<file path="src/rtl/alu8_pkg.sv">
package alu8_pkg;

  localparam int FL_C = 0;
  localparam int FL_Z = 1;
  localparam int FL_N = 2;
  localparam int FL_V = 3;
  localparam int FL_S = 4;
  localparam int FL_H = 5;
  localparam int FL_T = 6;
  localparam int FL_I = 7;
  localparam int FLAG_W = 8;

  localparam logic [FLAG_W-1:0] MASK_ARITH = 8'h3F;
  localparam logic [FLAG_W-1:0] MASK_LOGIC = 8'h1E;
  localparam logic [FLAG_W-1:0] MASK_SHIFT = 8'h1F;

  typedef enum logic [4:0] {
    OP_ADD  = 5'd0,
    OP_ADC  = 5'd1,
    OP_SUB  = 5'd2,
    OP_SBC  = 5'd3,
    OP_CMP  = 5'd4,
    OP_CPC  = 5'd5,
    OP_AND  = 5'd6,
    OP_OR   = 5'd7,
    OP_XOR  = 5'd8,
    OP_COM  = 5'd9,
    OP_NEG  = 5'd10,
    OP_INC  = 5'd11,
    OP_DEC  = 5'd12,
    OP_LSL  = 5'd13,
    OP_LSR  = 5'd14,
    OP_ROL  = 5'd15,
    OP_ROR  = 5'd16,
    OP_ASR  = 5'd17,
    OP_SWAP = 5'd18,
    OP_FSET = 5'd19,
    OP_FCLR = 5'd20,
    OP_BST  = 5'd21,
    OP_WADD = 5'd22,
    OP_WSUB = 5'd23
  } alu_op_e;

endpackage

</file>
<file path="src/rtl/alu8_rst_sync.sv">
module alu8_rst_sync #(
  parameter int STAGES = 2
) (
  input  logic clk,
  input  logic rst_n,
  output logic rst_n_sync
);
  logic [STAGES-1:0] sync_q;

  always_ff @(posedge clk or negedge rst_n) begin
    if (!rst_n) sync_q <= '0;
    else        sync_q <= {sync_q[STAGES-2:0], 1'b1};
  end

  assign rst_n_sync = sync_q[STAGES-1];
endmodule

</file>
<file path="src/rtl/alu8_addsub.sv">
module alu8_addsub #(
  parameter int DW = 8
) (
  input  logic [DW-1:0] a,
  input  logic [DW-1:0] b,
  input  logic          cin,
  input  logic          sub,
  input  logic          zchain,
  input  logic          zprev,
  output logic [DW-1:0] r,
  output logic          c,
  output logic          h,
  output logic          v,
  output logic          z
);
  localparam int HALF = DW / 2;
  localparam int MSB  = DW - 1;

  logic [DW-1:0] b_eff;
  logic          c_eff;
  logic [DW:0]   full_sum;
  logic [HALF:0] nib_sum;

  // subtraction is a + ~b + ~borrow; carries are inverted back to borrows
  always_comb begin
    b_eff    = sub ? ~b : b;
    c_eff    = sub ? ~cin : cin;
    full_sum = {1'b0, a} + {1'b0, b_eff} + {{DW{1'b0}}, c_eff};
    nib_sum  = {1'b0, a[HALF-1:0]} + {1'b0, b_eff[HALF-1:0]} + {{HALF{1'b0}}, c_eff};
    r        = full_sum[DW-1:0];
    c        = full_sum[DW] ^ sub;
    h        = nib_sum[HALF] ^ sub;
    v        = (a[MSB] == b_eff[MSB]) && (r[MSB] != a[MSB]);
    z        = (r == '0) && (!zchain || zprev);
  end
endmodule

</file>
<file path="src/rtl/alu8_unary.sv">
module alu8_unary
  import alu8_pkg::*;
#(
  parameter int DW = 8
) (
  input  alu_op_e       op,
  input  logic [DW-1:0] a,
  input  logic [DW-1:0] b,
  input  logic          cin,
  output logic [DW-1:0] r,
  output logic          c_out,
  output logic          v_out
);
  localparam int HALF = DW / 2;
  localparam int MSB  = DW - 1;
  localparam logic [DW-1:0] ONE     = DW'(1);
  localparam logic [DW-1:0] MAX_POS = {1'b0, {(DW-1){1'b1}}};
  localparam logic [DW-1:0] MIN_NEG = {1'b1, {(DW-1){1'b0}}};

  always_comb begin
    r     = a;
    c_out = cin;
    v_out = 1'b0;
    case (op)
      OP_AND:  r = a & b;
      OP_OR:   r = a | b;
      OP_XOR:  r = a ^ b;
      OP_COM: begin
        r     = ~a;
        c_out = 1'b1;
      end
      OP_INC: begin
        r     = a + ONE;
        v_out = (a == MAX_POS);
      end
      OP_DEC: begin
        r     = a - ONE;
        v_out = (a == MIN_NEG);
      end
      OP_LSL: begin
        r     = {a[MSB-1:0], 1'b0};
        c_out = a[MSB];
        v_out = r[MSB] ^ c_out;
      end
      OP_LSR: begin
        r     = {1'b0, a[MSB:1]};
        c_out = a[0];
        v_out = r[MSB] ^ c_out;
      end
      OP_ROL: begin
        r     = {a[MSB-1:0], cin};
        c_out = a[MSB];
        v_out = r[MSB] ^ c_out;
      end
      OP_ROR: begin
        r     = {cin, a[MSB:1]};
        c_out = a[0];
        v_out = r[MSB] ^ c_out;
      end
      OP_ASR: begin
        r     = {a[MSB], a[MSB:1]};
        c_out = a[0];
        v_out = r[MSB] ^ c_out;
      end
      OP_SWAP: r = {a[HALF-1:0], a[MSB:HALF]};
      default: r = a;
    endcase
  end
endmodule

</file>
<file path="src/rtl/alu8_word.sv">
module alu8_word #(
  parameter int DW    = 8,
  parameter int IMM_W = 6
) (
  input  logic          clk,
  input  logic          rst_n,
  input  logic          start,
  input  logic          sub,
  input  logic [DW-1:0] lo,
  input  logic [DW-1:0] hi,
  input  logic [IMM_W-1:0] imm,
  output logic          busy,
  output logic [DW-1:0] r_lo,
  output logic [DW-1:0] r_hi,
  output logic          wc,
  output logic          wz,
  output logic          wn,
  output logic          wv
);
  localparam int MSB = DW - 1;

  logic          busy_q, busy_d;
  logic          sub_q, sub_d;
  logic [DW-1:0] hi_q, hi_d;
  logic          cy_q, cy_d;
  logic          zlo_q, zlo_d;
  logic          lo_cy;
  logic          hi_cy;
  logic [DW:0]   imm_ext;

  // first cycle: low byte and its carry/borrow
  always_comb begin
    imm_ext = {{(DW+1-IMM_W){1'b0}}, imm};
    if (sub) {lo_cy, r_lo} = {1'b0, lo} - imm_ext;
    else     {lo_cy, r_lo} = {1'b0, lo} + imm_ext;
  end

  // next state
  always_comb begin
    busy_d = start;
    sub_d  = sub_q;
    hi_d   = hi_q;
    cy_d   = cy_q;
    zlo_d  = zlo_q;
    if (start) begin
      sub_d = sub;
      hi_d  = hi;
      cy_d  = lo_cy;
      zlo_d = (r_lo == '0);
    end
  end

  always_ff @(posedge clk or negedge rst_n) begin
    if (!rst_n) begin
      busy_q <= 1'b0;
      sub_q  <= 1'b0;
      hi_q   <= '0;
      cy_q   <= 1'b0;
      zlo_q  <= 1'b0;
    end else begin
      busy_q <= busy_d;
      if (start) begin
        sub_q <= sub_d;
        hi_q  <= hi_d;
        cy_q  <= cy_d;
        zlo_q <= zlo_d;
      end
    end
  end

  // second cycle: high byte and 16-bit flags
  always_comb begin
    if (sub_q) {hi_cy, r_hi} = {1'b0, hi_q} - {{DW{1'b0}}, cy_q};
    else       {hi_cy, r_hi} = {1'b0, hi_q} + {{DW{1'b0}}, cy_q};
    wc = hi_cy;
    wz = zlo_q && (r_hi == '0);
    wn = r_hi[MSB];
    wv = sub_q ? (hi_q[MSB] && !r_hi[MSB]) : (!hi_q[MSB] && r_hi[MSB]);
  end

  assign busy = busy_q;
endmodule

</file>
<file path="src/rtl/alu8_core.sv">
module alu8_core
  import alu8_pkg::*;
#(
  parameter int DW    = 8,
  parameter int IMM_W = 6,
  localparam int BSW  = $clog2(DW)
) (
  input  logic              clk,
  input  logic              rst_n,
  input  logic              op_valid,
  input  logic [4:0]        op_sel,
  input  logic [DW-1:0]     opa,
  input  logic [DW-1:0]     opb,
  input  logic [BSW-1:0]    bit_sel,
  input  logic [DW-1:0]     pair_lo,
  input  logic [DW-1:0]     pair_hi,
  input  logic [IMM_W-1:0]  imm6,
  output logic [DW-1:0]     res,
  output logic              res_we,
  output logic              res_hi_byte,
  output logic              busy,
  output logic [FLAG_W-1:0] flag_upd,
  output logic [FLAG_W-1:0] flag_new,
  output logic [FLAG_W-1:0] sreg
);
  localparam int MSB = DW - 1;

  alu_op_e op;
  logic    rst_n_int;
  logic    issue;

  logic [DW-1:0] ar_a, ar_b, ar_r;
  logic          ar_sub, ar_cin, ar_zchain;
  logic          ar_c, ar_h, ar_v, ar_z;

  logic [DW-1:0] un_r;
  logic          un_c, un_v;

  logic          w_start, w_sub, w_busy;
  logic [DW-1:0] w_rlo, w_rhi;
  logic          w_c, w_z, w_n, w_v;

  logic [FLAG_W-1:0] sreg_q;
  logic [FLAG_W-1:0] calc;
  logic [FLAG_W-1:0] upd;
  logic [DW-1:0]     res_c;
  logic              we_c, hib_c, flag_op;
  logic              sreg_en;

  assign op    = alu_op_e'(op_sel);
  assign issue = op_valid && !w_busy;

  alu8_rst_sync #(.STAGES(2)) u_rst (
    .clk        (clk),
    .rst_n      (rst_n),
    .rst_n_sync (rst_n_int)
  );

  // operand steering for the add/subtract unit
  always_comb begin
    ar_a      = (op == OP_NEG) ? '0  : opa;
    ar_b      = (op == OP_NEG) ? opa : opb;
    ar_sub    = (op == OP_SUB) || (op == OP_SBC) || (op == OP_CMP) ||
                (op == OP_CPC) || (op == OP_NEG);
    ar_zchain = (op == OP_SBC) || (op == OP_CPC);
    ar_cin    = ((op == OP_ADC) || ar_zchain) && sreg_q[FL_C];
  end

  alu8_addsub #(.DW(DW)) u_addsub (
    .a      (ar_a),
    .b      (ar_b),
    .cin    (ar_cin),
    .sub    (ar_sub),
    .zchain (ar_zchain),
    .zprev  (sreg_q[FL_Z]),
    .r      (ar_r),
    .c      (ar_c),
    .h      (ar_h),
    .v      (ar_v),
    .z      (ar_z)
  );

  alu8_unary #(.DW(DW)) u_unary (
    .op    (op),
    .a     (opa),
    .b     (opb),
    .cin   (sreg_q[FL_C]),
    .r     (un_r),
    .c_out (un_c),
    .v_out (un_v)
  );

  assign w_start = issue && ((op == OP_WADD) || (op == OP_WSUB));
  assign w_sub   = (op == OP_WSUB);

  alu8_word #(.DW(DW), .IMM_W(IMM_W)) u_word (
    .clk   (clk),
    .rst_n (rst_n_int),
    .start (w_start),
    .sub   (w_sub),
    .lo    (pair_lo),
    .hi    (pair_hi),
    .imm   (imm6),
    .busy  (w_busy),
    .r_lo  (w_rlo),
    .r_hi  (w_rhi),
    .wc    (w_c),
    .wz    (w_z),
    .wn    (w_n),
    .wv    (w_v)
  );

  // decode: result, write strobe, flag values and flag mask
  always_comb begin
    res_c   = '0;
    we_c    = 1'b0;
    hib_c   = 1'b0;
    upd     = '0;
    calc    = sreg_q;
    flag_op = 1'b0;
    if (w_busy) begin
      res_c      = w_rhi;
      we_c       = 1'b1;
      hib_c      = 1'b1;
      upd        = MASK_SHIFT;
      calc[FL_C] = w_c;
      calc[FL_Z] = w_z;
      calc[FL_N] = w_n;
      calc[FL_V] = w_v;
    end else if (op_valid) begin
      case (op)
        OP_ADD, OP_ADC, OP_SUB, OP_SBC, OP_NEG, OP_CMP, OP_CPC: begin
          res_c      = ar_r;
          we_c       = (op != OP_CMP) && (op != OP_CPC);
          upd        = MASK_ARITH;
          calc[FL_H] = ar_h;
          calc[FL_V] = ar_v;
          calc[FL_N] = ar_r[MSB];
          calc[FL_Z] = ar_z;
          calc[FL_C] = ar_c;
        end
        OP_AND, OP_OR, OP_XOR, OP_INC, OP_DEC: begin
          res_c      = un_r;
          we_c       = 1'b1;
          upd        = MASK_LOGIC;
          calc[FL_V] = un_v;
          calc[FL_N] = un_r[MSB];
          calc[FL_Z] = (un_r == '0);
        end
        OP_COM, OP_LSL, OP_LSR, OP_ROL, OP_ROR, OP_ASR: begin
          res_c      = un_r;
          we_c       = 1'b1;
          upd        = MASK_SHIFT;
          calc[FL_V] = un_v;
          calc[FL_N] = un_r[MSB];
          calc[FL_Z] = (un_r == '0);
          calc[FL_C] = un_c;
        end
        OP_SWAP: begin
          res_c = un_r;
          we_c  = 1'b1;
        end
        OP_FSET: begin
          flag_op = 1'b1;
          upd     = FLAG_W'(1) << bit_sel;
          calc    = '1;
        end
        OP_FCLR: begin
          flag_op = 1'b1;
          upd     = FLAG_W'(1) << bit_sel;
          calc    = '0;
        end
        OP_BST: begin
          flag_op    = 1'b1;
          upd        = FLAG_W'(1) << FL_T;
          calc[FL_T] = opa[bit_sel];
        end
        OP_WADD, OP_WSUB: begin
          res_c = w_rlo;
          we_c  = 1'b1;
        end
        default: begin
          res_c = '0;
        end
      endcase
    end
    if (!flag_op) calc[FL_S] = calc[FL_N] ^ calc[FL_V];
  end

  assign flag_new = (sreg_q & ~upd) | (calc & upd);
  assign sreg_en  = |upd;

  always_ff @(posedge clk or negedge rst_n_int) begin
    if (!rst_n_int) begin
      sreg_q <= '0;
    end else if (sreg_en) begin
      sreg_q <= flag_new;
    end
  end

  assign res         = res_c;
  assign res_we      = we_c;
  assign res_hi_byte = hib_c;
  assign busy        = w_busy;
  assign flag_upd    = upd;
  assign sreg        = sreg_q;

  // issue is only used to gate the word path start
  logic unused_issue;
  assign unused_issue = issue;
endmodule

</file>
<file path="config.mk">
export PLATFORM = sky130hd
export DESIGN_NAME = alu8_core
export DESIGN_NICKNAME = d
export VERILOG_FILES = /design/src/rtl/alu8_pkg.sv /design/src/rtl/alu8_rst_sync.sv /design/src/rtl/alu8_addsub.sv /design/src/rtl/alu8_unary.sv /design/src/rtl/alu8_word.sv /design/src/rtl/alu8_core.sv
export SDC_FILE = /design/constraint.sdc
export NUM_CORES = 1
export LEC_CHECK = 0
export BUFFER_PORTS_ARGS = -buffer_cell sky130_fd_sc_hd__buf_2
export CAP_MARGIN = 30
export CORE_ASPECT_RATIO = 0.6
export CORE_MARGIN = 2
export CORE_UTILIZATION = 52
export CTS_CLUSTER_DIAMETER = 50
export CTS_CLUSTER_SIZE = 28
export DETAILED_ROUTE_END_ITERATION = 12
export PLACE_DENSITY = 0.79
export SKIP_CTS_REPAIR_TIMING = 1
export SYNTH_ARGS = -nofsm -noshare
export SYNTH_HDL_FRONTEND = slang
export SYNTH_SLANG_ARGS = --single-unit
</file>
<file path="constraint.sdc">
create_clock -name clk -period 5.3 [get_ports clk]
set_input_delay 1.06 -clock clk [delete_from_list [all_inputs] [get_ports clk]]
set_output_delay 1.06 -clock clk [all_outputs]
set_load 0.05 [all_outputs]
</file>
==> flow_summary.ini, run 1 <==
[setup_path]
cp.required_ns = 4.24
critPathMaxStageDelay_ns = 0.52
crit_path_start = op_sel[0]
cp_common_cell = nand2_1
arrival_ns = 4.29
critPathBufInv = 5
end_kind = primary output
slowest_stage = or4_4
path_max_fanout = 7
crit_path_cell_trace = clkbuf_4 > buf_4 > nand2_1 > nand2_1 > a21oi_2 > buf_12 > buf_12 > xnor2_1 > ha_2 > or4_4 > o221a_4 > xor2_2 > nand2_1 > a311oi_2 > xor2_1 > a31oi_1 > buf_4
reg2reg_from = sreg[0]
path_class = input pin to primary output
critPathLaunchType = input pin
critPathTopFamily = compound AO/OA/AOI/OAI gates

[route]
dr_total_vias = 5012
firstDrtPassIters = 8
detail_route.iter0.violations = 739
detail-route-antenna-nets = 0
wl_um = 14600
routed_via_density = 6.35
wl_per_cell_um = 18.5
route.detailed.drc = 0

[grt]
track_usage_pct = 30.9
antenna_found_initial = 0
grt_pass1_vias = 4409
globalRouteOverflowTotal = 0
grt_max_degree = 22
grt_pass1_wl_um = 22200

[pwr]
p_leak_nw = 2.55
vdd_drop_max_mv = 0.161
p_per_area_nw_per_um2 = 237

[sta]
worstMarginPinSlew_ns = 0.976
layout_setup_ws_ns = -0.0506
fmax_mhz = 187
whs_ns = 0.339
fin_crit_ns = 5.35
final.setup_skew_ns = 0.00238
hold_viol = 0
final.period_utilization_pct = 101
rsz0062_at_grt = true
finalSetupViolations = 3
tns_ns = -0.107
slew_headroom_pct = 34.4
maxSlewViolCount = 0

[flow_run]
drv_cap = 0

[yosys]
synth_edf_count = 0
yosys.area.top_type = ha_1
seq_area_frac_synth_pct = 12.9
synth_seq_cells = 22
synth_commonest_cells = nand2_1 (50), a21oi_1 (47), nor2_1 (46)
synthTopCellsByArea = ha_1 (13%), dfrtp_1 (13%), a21oi_1 (5.5%)
synth_most_common_cell = nand2_1
synth_warnings = 0
syn_nets = 669
synth_flop_cell = dfrtp_1
synthCells = 570
syn_area_um2 = 4250
synth.top_cell.area_share_pct = 13.2
synthArstFlopShare_pct = 100
avgSynthCellArea_um2 = 7.46
ys_types = 75

[cts]
clock_path_buffers = 2
cts_tree = yes
cts.htree.levels = 1
clkLatencyLatePin_ns = 0.25
cts_sinks = 22
cts-root-buf = clkbuf_16
cts_inserted_buffers = 3
clk_pin_slew_ns = 0.06

[floorplanning]
boundaryPins = 84
die_w_um = 121
die-height_um = 74.1
num_rows = 25
dieArea_um2 = 8940
start_util_pct = 53.8
core_um2 = 7910

[cells_and_area]
antenna_cells = 0
utilization_pct = 68.7
drive_above_1_share_pct = 28.5
design.final.nets = 781
area_growth_pct = 27.7
stdcell_count = 789

[placement]
dp_hpwl_um = 11400
place.gp.congestion = 0.978
placed_cells = 772
port_buffers = 83
dpl_worst_slack_ns = -0.0836

[worst_hold_path]
hold_class = flip-flop to async pin

[outcome]
status = complete, but fails checks
failed_checks = setup timing
## cell usage in the layout (no fill, tap or decap), types with 12 or more instances in the layout
cell type / instances
a21oi_1: 40
o21ai_0: 25
xnor2_1: 24
buf_2: 75
nor3_1: 16
mux2_2: 12
nand3_1: 15
inv_1: 42
nor2_1: 43
buf_4: 48
nand2_1: 49
dfrtp_1: 22
ha_1: 42
## metrics by stage
step,instance area [um^2],total power [W]
2_1_floorplan,4380,0.000801
3_3_place_gp,5040,0.000994
3_5_place_dp,5040,0.00101
4_1_cts,5140,0.00122
5_1_grt,5430,0.00135
6_report,5430,0.00129
## worst paths after layout
check,endpoint,slack [ns],cells past startpoint
max reg2reg,sreg[1],1.63,17
min,sreg[5],0.34,0
min reg2reg,sreg[5],0.34,0
max,flag_new[4],-0.05,17
min in group clk,u_rst.sync_q[1],0.35,0
max in group asynchronous,u_word.hi_q[6],4.46,0
## layout make-up
cell class,count,area [um^2]
Timing Repair Buffer,135,890
Clock buffer,3,75.1
Fill cell,668,2480
Inverter,42,158
Multi-Input combinational cell,478,3600
Sequential cell,22,551
Tap cell,108,135
Clock inverter,1,30.0
## flip-flops by register name, indices dropped and copies added (netlist names)
| register | flops |
|---|---|
| u_rst.sync_q | 2 |
| sreg | 8 |
| u_word.zlo_q | 1 |
| u_word.busy | 1 |
| u_word.cy_q | 1 |
| u_word.hi_q | 8 |
| u_word.sub_q | 1 |
## routing by layer
metal | vias to the layer above | global-route usage [%] | routed length [um]
li1 | 2302 | - | -
met1 | 2332 | 46.7 | 6700
met2 | 347 | 46.5 | 5970
met3 | 31 | 6.13 | 1710
met4 | 0 | 5.04 | 193
met5 | - | 0 | 0
## cell families after synthesis
group	Yosys count	share of synthesized area, %
simple gates	197	24.0
flops	22	12.9
fa+ha+maj	50	15.6
other cells	1	0.0882
compound gates	171	26.6
xor+xnor	36	7.41
buf+inv	71	7.21
mux	22	6.12
## power by group
group	total (W)	switching, W	internal, W
clock	0.000210	0.0000596	0.000150
sequential	0.000261	0.0000525	0.000208
combinational	0.000817	0.000509	0.000308
No activity file was read; power rests on OpenSTA's default activity.
==> inputs of run 2 (changes only) <==
--- a/config.mk
+++ b/config.mk
@@ -5,6 +5,7 @@
 export SDC_FILE = /design/constraint.sdc
 export NUM_CORES = 1
 export LEC_CHECK = 0
+export ABC_AREA = 1
 export BUFFER_PORTS_ARGS = -buffer_cell sky130_fd_sc_hd__buf_2
 export CAP_MARGIN = 30
 export CORE_ASPECT_RATIO = 0.6
==> flow_summary.ini, run 2 <==
[outcome]
status = finished clean

[setup_path]
arrival_ns = 4.11
slowest_stage = fa_2
critPathMaxStageDelay_ns = 0.43
critPathTopFamily = simple AND/OR/NAND/NOR gates
critPathLaunchType = input pin
cp.required_ns = 4.24
path_max_fanout = 7
crit_path_cell_trace = clkbuf_4 > inv_2 > nand2_2 > nor2_2 > inv_1 > o21ai_0 > nand3_1 > xnor2_2 > fa_2 > fa_2 > nand3b_1 > nand2_1 > buf_4 > xor2_2 > nand3_1 > nor2_1 > nand3_1 > nand2_1 > a21oi_2 > nand2_1 > nand2_2 > nand2_2 > buf_8
critPathBufInv = 5
end_kind = primary output
cp.depth = 23
path_class = input pin to primary output
reg2regPathDepth = 17

[cells_and_area]
area_growth_pct = 21.3
fin_area_um2 = 5380
antenna_cells = 0
design.final.nets = 944
fill_cells = 804
utilization_pct = 64.1
final_cell_mix = nand2_1 (208), inv_1 (96), buf_2 (77), nor2_1 (61), o21ai_0 (51)
final_common_cell = nand2_1
drive_above_1_share_pct = 21.0
stdcell_count = 956

[floorplanning]
boundaryPins = 84
core_um2 = 8390
dieArea_um2 = 9310
die_w_um = 123
start_util_pct = 52.8
die-height_um = 75.5
num_rows = 26

[pwr]
p_leak_nw = 2.93
p_per_area_nw_per_um2 = 230
vdd_drop_max_mv = 0.135
power_w = 0.00124

[sta]
fmax_mhz = 193
final.period_utilization_pct = 97.6
slew_headroom_pct = 42.4
fin_crit_ns = 5.17
hold_viol = 0
maxSlewViolCount = 0
final.setup_skew_ns = 0.00342
finalSetupViolations = 0
worstMarginPinSlew_ns = 0.865
tns_ns = 0

[yosys]
synth_most_common_cell = nand2_1
synth_commonest_cells = nand2_1 (214), inv_1 (98), nor2_1 (65)
synth.top_cell.area_share_pct = 18.1
synth_flop_cell = dfrtp_1
avgSynthCellArea_um2 = 6.01
seq_area_frac_synth_pct = 12.4
syn_area_um2 = 4430
synthTopCellsByArea = nand2_1 (18%), ha_1 (13%), dfrtp_1 (12%)
ys_types = 44
yosys.area.top_type = nand2_1
synth_warnings = 0
synth_edf_count = 0
synth_seq_cells = 22
syn_nets = 837
synthArstFlopShare_pct = 100
synthCells = 738

[grt]
grt_max_degree = 21
grt_pass1_vias = 4844
grt_pass1_wl_um = 24000
track_usage_pct = 32.7
antenna_found_initial = 0
globalRouteOverflowTotal = 0

[route]
wl_per_cell_um = 16.0
wl_um = 15300
detail-route-antenna-nets = 0
dr_total_vias = 5431
route.detailed.drc = 0
detail_route.iter0.violations = 637
firstDrtPassIters = 8
routed_via_density = 5.68

[cts]
cts.htree.levels = 1
cts_inserted_buffers = 3
clkLatencyLatePin_ns = 0.25
cts_sinks = 22
cts_tree = yes
cts-root-buf = clkbuf_16
clock_path_buffers = 2
clk_pin_slew_ns = 0.06

[placement]
dp_hpwl_um = 12600
dpl_cell_area_um2 = 5150
placed_cells = 950
place.gp.congestion = 0.993
port_buffers = 83

[worst_hold_path]
hold_depth = 0
hold_class = flip-flop to flip-flop

[flow_run]
drv_cap = 0
[run 2: changes by cell type in the layout (fill, tap and decap cells not counted), sizes merged, moves of 14 or more]
cell	change
nor2	+30
inv	+60
o21ai	+28
nand2	+168
nor2b	-14
nand3	+33
buf	-20
xnor2	-20
[run 2: cells by family (layout without fill, tap and decap cells)]
kind of cell	count (synthesis)	after routing	share of synthesized area, %
flops	22	22	12.4
buf+inv	119	225	10.8
simple gates	378	378	37.4
fa+ha+maj	50	50	15.0
compound gates	135	135	17.6
other cells	1	1	0.0846
xor+xnor	29	29	5.73
mux	4	4	0.959
[run 2: routing by layer]
metal | share of wire, % | global-route usage, % | wire [um]
met5 | 0 | 0 | 0
met4 | 1.7 | 5.43 | 261
met3 | 13 | 7.34 | 1940
met2 | 39 | 47.6 | 5950
met1 | 47 | 49.7 | 7190
[run 2: cell type report]
class,count,area [um^2],area share (%)
Sequential cell,22,551,10.2
Clock buffer,3,75.1,1.40
Tap cell,112,140,2.61
Timing Repair Buffer,116,686,12.8
Clock inverter,1,30.0,0.558
Multi-Input combinational cell,597,3490,64.9
Inverter,105,404,7.52
[run 2: where the power goes]
part	switching [W]	internal, W
registers	0.0000434	0.000205
clock network	0.0000610	0.000150
logic	0.000534	0.000242
[run 2: worst paths after layout]
path | startpoint | to | slack (ns)
max reg2reg | sreg[0] | sreg[1] | 2.30
min reg2reg | u_rst.sync_q[0] | u_rst.sync_q[1] | 0.35
max | op_sel[3] | flag_new[1] | 0.13
min | u_rst.sync_q[0] | u_rst.sync_q[1] | 0.35
min in group asynchronous | u_rst.sync_q[1] | u_word.cy_q | 0.36
max in group asynchronous | u_rst.sync_q[1] | sreg[6] | 4.41
[run 2: stage by stage]
stage          setup slack [ns]  hold slack (ns)
2_1_floorplan           0.00194            0.253
3_3_place_gp             0.0188            0.337
3_5_place_dp            -0.0596            0.346
4_1_cts                 -0.0926            0.359
5_1_grt                 -0.0454            0.362
6_report                  0.129            0.354
